<file path="config.mk">
export PLATFORM = sky130hd
export DESIGN_NAME = stair_pwm
export DESIGN_NICKNAME = d
export VERILOG_FILES = /design/src/rtl/stair_pwm_pkg.sv /design/src/rtl/stair_divider.sv /design/src/rtl/stair_sampler.sv /design/src/rtl/stair_gate.sv /design/src/rtl/stair_pwm.sv
export SDC_FILE = /design/constraint.sdc
export NUM_CORES = 1
export LEC_CHECK = 0
export ABC_AREA = 1
export ABC_CLOCK_PERIOD_IN_PS = 6200
export BUFFER_PORTS_ARGS = -buffer_cell sky130_fd_sc_hd__buf_2
export CAP_MARGIN = 40
export CORE_UTILIZATION = 45
export CTS_CLUSTER_SIZE = 14
export DETAILED_ROUTE_END_ITERATION = 10
export HOLD_SLACK_MARGIN = 0.12
export MAX_ROUTING_LAYER = met4
export PLACE_DENSITY = 0.75
export SLEW_MARGIN = 20
export SYNTH_ARGS = -nofsm -noshare
export SYNTH_HDL_FRONTEND = slang
export SYNTH_SLANG_ARGS = --single-unit
</file>
<file path="constraint.sdc">
create_clock -name clk -period 6.2 [get_ports clk]
set_clock_uncertainty 0.2 [all_clocks]
set_input_delay 0.62 -clock clk [delete_from_list [all_inputs] [get_ports clk]]
set_output_delay 0.62 -clock clk [all_outputs]
set_load 0.01 [all_outputs]
</file>
<file path="src/rtl/stair_pwm_pkg.sv">
package stair_pwm_pkg;
  localparam int unsigned DEF_CNT_W  = 8;
  localparam int unsigned DEF_STEP_W = 4;

  typedef enum logic {
    RATE_NORMAL = 1'b0,
    RATE_FAST   = 1'b1
  } rate_e;

  typedef struct packed {
    logic low_force;
    logic high_force;
  } range_t;
endpackage

</file>
<file path="src/rtl/stair_divider.sv">
module stair_divider
  import stair_pwm_pkg::*;
#(
  parameter int unsigned CNT_W  = DEF_CNT_W,
  parameter int unsigned STEP_W = DEF_STEP_W
) (
  input  logic              clk,
  input  logic              rst,
  input  rate_e             rate,
  output logic [STEP_W-1:0] step,
  output logic              start
);
  localparam int unsigned TOP_LSB = CNT_W - STEP_W;

  logic [CNT_W-1:0] cnt;

  always_ff @(posedge clk) begin
    if (rst) cnt <= '0;
    else     cnt <= cnt + 1'b1;
  end

  always_comb begin
    if (rate == RATE_FAST) begin
      step  = cnt[STEP_W-1:0];
      start = (cnt[STEP_W-1:0] == '0);
    end else begin
      step  = cnt[CNT_W-1:TOP_LSB];
      start = (cnt == '0);
    end
  end
endmodule

</file>
<file path="src/rtl/stair_sampler.sv">
module stair_sampler
  import stair_pwm_pkg::*;
#(
  parameter int unsigned STEP_W = DEF_STEP_W
) (
  input  logic              clk,
  input  logic              rst,
  input  logic              start,
  input  logic [STEP_W-1:0] code_in,
  input  range_t            range_in,
  output logic [STEP_W-1:0] code_eff,
  output range_t            range_eff
);
  logic [STEP_W-1:0] code_q;
  range_t            range_q;

  always_ff @(posedge clk) begin
    if (rst) begin
      code_q  <= '0;
      range_q <= '0;
    end else if (start) begin
      code_q  <= code_in;
      range_q <= range_in;
    end
  end

  // The boundary clock uses the fresh value; later clocks use the held copy.
  assign code_eff  = start ? code_in  : code_q;
  assign range_eff = start ? range_in : range_q;
endmodule

</file>
<file path="src/rtl/stair_gate.sv">
module stair_gate
  import stair_pwm_pkg::*;
#(
  parameter int unsigned STEP_W = DEF_STEP_W
) (
  input  logic              clk,
  input  logic              rst,
  input  logic [STEP_W-1:0] step,
  input  logic              start,
  input  logic [STEP_W-1:0] code,
  input  range_t            range,
  output logic              gate_q,
  output logic              tick_q,
  output logic [STEP_W-1:0] step_q
);
  localparam logic [STEP_W-1:0] TOP_LEVEL = {STEP_W{1'b1}};

  logic [STEP_W-1:0] level;
  logic              on_next;

  assign level = TOP_LEVEL - step;

  always_comb begin
    if (range.high_force)     on_next = 1'b0;
    else if (range.low_force) on_next = 1'b1;
    else                      on_next = (level > code);
  end

  always_ff @(posedge clk) begin
    if (rst) begin
      gate_q <= 1'b0;
      tick_q <= 1'b0;
      step_q <= '0;
    end else begin
      gate_q <= on_next;
      tick_q <= start;
      step_q <= step;
    end
  end
endmodule

</file>
<file path="src/rtl/stair_pwm.sv">
module stair_pwm
  import stair_pwm_pkg::*;
#(
  parameter int unsigned CNT_W  = DEF_CNT_W,
  parameter int unsigned STEP_W = DEF_STEP_W
) (
  input  logic              clk,
  input  logic              rst,
  input  logic              test_mode,
  input  logic [STEP_W-1:0] fb_code,
  input  logic              fb_below,
  input  logic              fb_above,
  output logic              gate,
  output logic              period_tick,
  output logic [STEP_W-1:0] step_idx
);
  rate_e             rate;
  logic [STEP_W-1:0] step;
  logic              start;
  logic [STEP_W-1:0] code_eff;
  range_t            range_in;
  range_t            range_eff;

  assign rate     = test_mode ? RATE_FAST : RATE_NORMAL;
  assign range_in = '{low_force: fb_below, high_force: fb_above};

  stair_divider #(.CNT_W(CNT_W), .STEP_W(STEP_W)) u_div (
    .clk  (clk),
    .rst  (rst),
    .rate (rate),
    .step (step),
    .start(start)
  );

  stair_sampler #(.STEP_W(STEP_W)) u_smp (
    .clk      (clk),
    .rst      (rst),
    .start    (start),
    .code_in  (fb_code),
    .range_in (range_in),
    .code_eff (code_eff),
    .range_eff(range_eff)
  );

  stair_gate #(.STEP_W(STEP_W)) u_gate (
    .clk   (clk),
    .rst   (rst),
    .step  (step),
    .start (start),
    .code  (code_eff),
    .range (range_eff),
    .gate_q(gate),
    .tick_q(period_tick),
    .step_q(step_idx)
  );
endmodule

</file>
==> flow_summary.json, run 1 <==
{
  "holdCritStartpoint": "u_smp.range_q[0]",
  "crit_path_frequent_cell": "nand2_1",
  "num_io_pins": 15,
  "p_comb_share_pct": 23.6,
  "grt_pass1_wl_um": 2890,
  "drive_gt1_share_pct": 28.4,
  "clockBufferDepth": 2,
  "final.setup.tns_ns": 0,
  "overflow": 0,
  "drt_wl_total_um": 1680,
  "portBuffers": 14,
  "path_class": "reg -> reg",
  "rsz0062_at_grt": "no",
  "globalplace.congestion": 0.819,
  "internal-power_uw": 185,
  "critPathCaptureType": "flop",
  "fin_crit_ns": 2.21,
  "die_x_um": 48.4,
  "hold_path.class": "reg -> reg",
  "design_area_um2": 1070,
  "maxSlewHeadroom_pct": 76.5,
  "switching_power_uw": 80.5,
  "cp_num_buf_inv": 2,
  "clk_pin_slew_worst_paths_ns": 0.10,
  "maxSlewViolCount": 0,
  "critPathSlowestCell": "dfxtp_1",
  "antenna_found_initial": 0,
  "dr_total_vias": 738,
  "synth_top_area_share_pct": 41.3,
  "worst_skew_pair.late_latency_ns": 0.30,
  "syn-num-nets": 135,
  "core_um2": 2000,
  "critPathTopFamily": "simple AND/OR/NAND/NOR gates",
  "r2r-start": "u_div.cnt[0]",
  "required_ns": 6.21,
  "numCtsBuffers": 3,
  "vdd_ir_drop_max_v": 0.000140,
  "synthCells": 120,
  "r2r_cells": 14,
  "layout.nets": 151,
  "cts_resized": 0,
  "yosys_warnings": 0,
  "post-place-ws_ns": 3.87,
  "drc": 0,
  "layout_setup_ws_ns": 3.99,
  "worst_pin_slew_ns": 0.348,
  "crit_path_max_fanout": 11,
  "grt_use_total_pct": 16.9,
  "wl_per_cell_um": 10.4,
  "dr.pass1.iters": 4,
  "critPathArrivalTime_ns": 2.22,
  "synth_seq_cells": 20,
  "clock_power_share_pct": 22.8,
  "grt_start_max_net_pins": 17,
  "hold_depth": 2,
  "fin_crit_sh_pct": 35.7,
  "yosys-top-cells-area": "dfxtp_1 41%, ha_1 7.7%, nand2_1 7.4%",
  "final-hold-violation-count": 0,
  "avgSynthCellArea_um2": 8.08,
  "fmax_mhz": 452,
  "antenna_left": 0,
  "run_status": "completed",
  "start_util_pct": 48.4,
  "root_buffer": "clkbuf_4",
  "yosysTopAreaCell": "dfxtp_1",
  "rows": 16,
  "dieArea_um2": 2340,
  "dieHeight_um": 48.4,
  "sw_frac_of_total_pct": 30.3,
  "critPathMaxStageDelay_ns": 0.43,
  "netlist-cell-type-count": 22,
  "ys_seq_area_share_pct": 41.3,
  "finalSetupViolCount": 0,
  "fin_util_pct": 53.3,
  "crit_start": "u_div.cnt[0]",
  "crit_chain": "inv_1, ha_1, nand2_1, nor2_4, nand2_4, nand2_1, o21ai_2, ha_1, nand2_1, inv_1, nand2_1, a21oi_1, nor2_2, nor2_2",
  "htreeDepth": 1,
  "crit_path_start_kind": "flop",
  "cp.depth": 14,
  "drtIter0Drc": 7,
  "cts_tree": "built",
  "fillers": 199,
  "power_leakage_nw": 0.516,
  "clock-sinks": 20,
  "post_dp_cell_area_um2": 1040,
  "routed_via_density": 4.58,
  "insertedDiodeCount": 0,
  "post_cts_buffers": 0,
  "grt_pass1_vias": 669,
  "dpl.hpwl_um": 1300,
  "cts_hold_buf": 0,
  "pwr-share-seq_pct": 53.6,
  "power.density_nw_per_um2": 249,
  "area_growth_pct": 10.1,
  "netlist_area_um2": 970,
  "cap_violations": 0
}
==> cells in the mapped netlist <==
cell type / number
dfxtp_1: 20
xnor2_1: 1
clkbuf_1: 1
a31oi_1: 1
buf_12: 1
o21ai_0: 6
nand3_1: 3
o21ai_2: 4
nand2_2: 4
a21oi_1: 8
nand2_1: 19
nand2_4: 3
nand3_2: 2
inv_1: 16
xor2_1: 1
nor2_2: 6
nor2_4: 1
nor2_1: 14
ha_1: 6
inv_2: 1
nand4_1: 1
buf_2: 1
==> worst register-to-register path, cell delays in order (launching register included) <==
cell	delay, ns
dfxtp_1	0.43
inv_1	0.07
ha_1	0.19
nand2_1	0.11
nor2_4	0.06
nand2_4	0.18
nand2_1	0.09
o21ai_2	0.09
ha_1	0.27
nand2_1	0.09
inv_1	0.04
nand2_1	0.07
a21oi_1	0.07
nor2_2	0.13
nor2_2	0.04
==> path summary, 6_finish.rpt <==
check,endpoint,slack [ns]
worst max-delay path,u_gate.gate_q,3.99
worst min-delay path,u_smp.range_q[0],0.29
worst max register to register,u_gate.gate_q,3.99
worst min register to register,u_smp.range_q[0],0.29
==> registers in the layout, summed over array words and instances, names as in the netlist <==
register,count
u_div.cnt,8
u_smp.code_q,4
u_gate.gate_q,1
u_gate.step_q,4
u_smp.range_q,2
u_gate.tick_q,1
==> through the flow <==
stage / power, mW / cells / hold slack (ns)
2_1_floorplan: 0.198 / 120 / 0.252
3_3_place_gp: 0.206 / 158 / 0.271
3_5_place_dp: 0.209 / 158 / 0.280
4_1_cts: 0.269 / 161 / 0.297
5_1_grt: 0.283 / 161 / 0.306
6_report: 0.266 / 161 / 0.293
==> routing by layer <==
metal  global-route usage, %  up-vias  part of all wire, %
met1                    19.4      319                   47
met4                    5.88        0                 0.71
met2                    26.5       14                   47
met5                       -        -                    0
met3                    7.23        2                  5.2
li1                        -      403                    -
==> placed cells by master, fill, tap and decap left out <==
master and instances:
nor2_4 1, dfxtp_1 20, ha_1 6, o21ai_2 4, nor2_2 6, inv_2 1, buf_2 14, a31oi_1 1
clkbuf_4 3, inv_1 16, nor2_1 14, nand2_1 19, nand4_1 1, nand2_4 3, nand3_2 2, nand3_1 3
a21oi_1 8, xor2_1 1, nand2_2 4, o21ai_0 6, xnor2_1 1
==> area by class of cell <==
| cell class | instances | area, um2 | area share (%) |
|---|---|---|---|
| clock buffers | 3 | 22.5 | 2.11 |
| inverters | 17 | 63.8 | 5.98 |
| multi-input cells | 80 | 477 | 44.7 |
| flip-flops and latches | 20 | 400 | 37.5 |
| well taps | 27 | 33.8 | 3.17 |
| repair buffers | 14 | 70.1 | 6.57 |
==> cells by family after synthesis <==
| kind of cell | after synthesis | synth area share [%] |
|---|---|---|
| xor gates and xnor gates | 2 | 1.81 |
| adders and majority gates | 6 | 7.74 |
| and+or+nand+nor | 53 | 28.1 |
| AOI/OAI and AO/OA | 19 | 11.5 |
| buffers and inverters | 20 | 9.55 |
| DFF | 20 | 41.3 |
==> power by group through the flow <==
stage          Clock (mW)  Combinational, mW  Sequential [mW]
6_report           0.0607             0.0626            0.142
5_1_grt            0.0687             0.0710            0.143
4_1_cts            0.0629             0.0636            0.143
3_5_place_dp            0             0.0632            0.146
3_3_place_gp            0             0.0608            0.145
2_1_floorplan           0             0.0518            0.146
Note: power is estimated with default switching activity, not from simulation.
==> run 2: changes to the inputs <==
- ABC_AREA: 1 -> 0
- ABC_CLOCK_PERIOD_IN_PS: 6200 -> 2000
- PLACE_DENSITY: 0.75 -> 0.78
- clock period: 6.2 -> 2 ns (I/O delays scaled with it)
==> run 2 against run 1 <==
  * The flow now finishes with violations (setup timing)
  * Die area is 10% lower
  * Clock-buffer cell count is the same
  * First-iteration DRC count is 57% higher
  * Critical path depth is 6 lower
  * Worst hold slack got worse by 0.12 ns
  * Setup slack worse by 4.1 ns
  * Utilization rose by 15 points
  * Cell count down 11%
  * Sequential share of layout area down 3.9 points
  * Total power grew to 3.7 times the previous value
  * Critical path type unchanged
  * Largest cell class unchanged
==> flow_summary.json, run 2 <==
{
  "regMostFlops": "u_div.cnt",
  "clk_pin_slew_worst_paths_ns": 0.13,
  "drtIter0Drc": 11,
  "vdd_ir_drop_max_v": 0.000547,
  "fillers": 160,
  "insertedDiodeCount": 0,
  "place_inst": 131,
  "r2r_cells": 8,
  "layout.nets": 134,
  "syn-num-nets": 98,
  "antenna_left": 0,
  "r2r-end": "u_gate.gate_q",
  "layout_setup_ws_ns": -0.149,
  "dr.pass1.iters": 4,
  "final.setup.tns_ns": -0.203,
  "die_x_um": 45.9,
  "reg_top3": "u_div.cnt (8), u_gate.step_q (4), u_smp.code_q (4)",
  "drive_gt1_share_pct": 39.0,
  "portBuffers": 14,
  "antenna_found_initial": 0,
  "clockBufferDepth": 2,
  "r2r-start": "u_div.cnt[5]",
  "post-place-ws_ns": -0.132,
  "violations": "setup timing",
  "dpl.hpwl_um": 1230,
  "worst_skew_pair.late_latency_ns": 0.32,
  "numCtsBuffers": 3,
  "dieArea_um2": 2110,
  "yosys-top-cells-area": "dfxtp_1 46%, ha_1 8.7%, mux2i_1 8.1%",
  "area_growth_pct": 39.0,
  "critPathArrivalTime_ns": 2.20,
  "globalplace.congestion": 0.793,
  "power.density_nw_per_um2": 807,
  "path_class": "reg -> reg",
  "r2r_slack_ns": -0.15,
  "design_area_um2": 1200,
  "yosysTopAreaCell": "dfxtp_1",
  "synth_ff_type": "dfxtp_1",
  "layout_commonest_cell": "nor2_1",
  "synth_top_area_share_pct": 46.2,
  "hold_path.class": "in -> reg",
  "most-common-layout-cells": "17 x nor2_1, 16 x dfxtp_1, 14 x buf_2, 14 x buf_4, 6 x dlygate4sd3_1",
  "grt_use_total_pct": 22.1,
  "final-hold-violation-count": 0,
  "grt_pass1_wl_um": 3090,
  "rows": 15,
  "drt_wl_total_um": 1980,
  "grt_pass1_vias": 676,
  "core_um2": 1760,
  "ys_seq_area_share_pct": 46.2,
  "worstHoldEndpoint": "u_gate.step_q[2]",
  "overflow": 0,
  "grt_start_max_net_pins": 21,
  "wl_per_cell_um": 13.9,
  "synth.most_common_cell": "dfxtp_1",
  "holdCritStartpoint": "test_mode",
  "ys_async_sr_fraction_pct": 0,
  "maxSlewHeadroom_pct": 75.9,
  "htreeDepth": 1,
  "power_leakage_nw": 0.564,
  "multiInputGateArea_um2": 473,
  "synth_seq_cells": 20,
  "yosys_warnings": 0,
  "cts_tree": "built",
  "netlist_area_um2": 867,
  "p_total_uw": 972,
  "dieHeight_um": 45.9,
  "critPathCaptureType": "flop",
  "post_dp_cell_area_um2": 1070,
  "yosys-top-cells-count": "20 x dfxtp_1, 17 x nor2_1, 7 x mux2i_1",
  "fin_crit_sh_pct": 107,
  "synthCells": 83,
  "largest_reg_flops": 8,
  "num_io_pins": 15,
  "stdcell_count": 143,
  "fmax_mhz": 465,
  "routed_via_density": 5.00,
  "crit_path_max_fanout": 6,
  "root_buffer": "clkbuf_4",
  "avgSynthCellArea_um2": 10.4,
  "holdWs_ns": 0.170,
  "fin_util_pct": 68.3,
  "required_ns": 2.06,
  "clock-sinks": 20,
  "finalSetupViolCount": 2,
  "worst_pin_slew_ns": 0.359,
  "hold_depth": 4,
  "rsz0062_at_grt": "yes",
  "seqCellArea_um2": 405,
  "netlist-cell-type-count": 20,
  "cap_violations": 0,
  "drc": 0,
  "synth_enable_flop_cells": 0,
  "run_status": "finished, violations left",
  "fin_crit_ns": 2.15,
  "start_util_pct": 49.1,
  "maxSlewViolCount": 0,
  "crit_path_start_kind": "flop",
  "dr_total_vias": 715
}
[run 2: cell count changes in the layout (fill, tap and decap cells not counted), sizes merged, moves of 5 or more]
cell / before / now
inv: 17 / 2
nand2: 26 / 0
dlygate4sd3: 0 / 6
o21ai: 10 / 2
buf: 14 / 28
a21oi: 8 / 0
nor2b: 0 / 5
mux2i: 0 / 7
[run 2: cell families (layout without fill, tap and decap cells)]
logic type,Yosys count,after routing,synth area share [%]
AOI/OAI and AO/OA,5,5,5.92
xor gates and xnor gates,6,6,6.06
adders and majority gates,6,6,8.66
buffers and inverters,5,40,2.31
DFF,20,20,46.2
muxes,10,10,12.4
and+or+nand+nor,31,31,18.5
[run 2: timing repair]
item,in CTS,in global routing
setup endpoints to repair,1,2
pin swaps,3,0
resized for setup,3,2
setup buffers,2,0
hold buffers,6,0
hold endpoints to repair,20,0
[run 2: layer usage]
metal	vias to the layer above	track usage (%)	share of wire, %	routed length [um]
li1	347	-	-	-
met1	332	24.8	43	860
met2	24	33.5	47	928
met3	12	7.54	5.1	102
met4	0	13.5	4.7	93
met5	-	-	0	0
[run 2: final cells by class]
type                       instances  area share (%)
clock buffer                       3            1.87
timing repair buffer              34            19.5
sequential                        20            33.6
multi-input combinational         58            39.3
tap                               25            2.60
inverter                           2           0.623
clock inverter                     1            2.49
[run 2: report_power, final]
part	switching (mW)	total (mW)	internal (mW)
sequential	0.00892	0.432	0.423
combinational	0.0892	0.196	0.107
clock	0.141	0.344	0.203
total	0.239	0.972	0.733
[run 2: worst max-delay path by stage]
stage                      start             to
floorplan           u_div.cnt[4]  u_gate.gate_q
global placement    u_div.cnt[4]  u_gate.gate_q
detailed placement  u_div.cnt[4]  u_gate.gate_q
CTS                 u_div.cnt[5]  u_gate.gate_q
global route        u_div.cnt[7]  u_gate.gate_q
finish              u_div.cnt[5]  u_gate.gate_q
[run 2: critical path, stage by stage, from the launching register on]
cell and delay, ns:
dfxtp_2 0.35, nor4_4 0.31, o211ai_4 0.18, mux2_4 0.37, ha_4 0.24, nand4_1 0.06, o21ai_1 0.06, a21o_1 0.16
a211oi_2 0.16
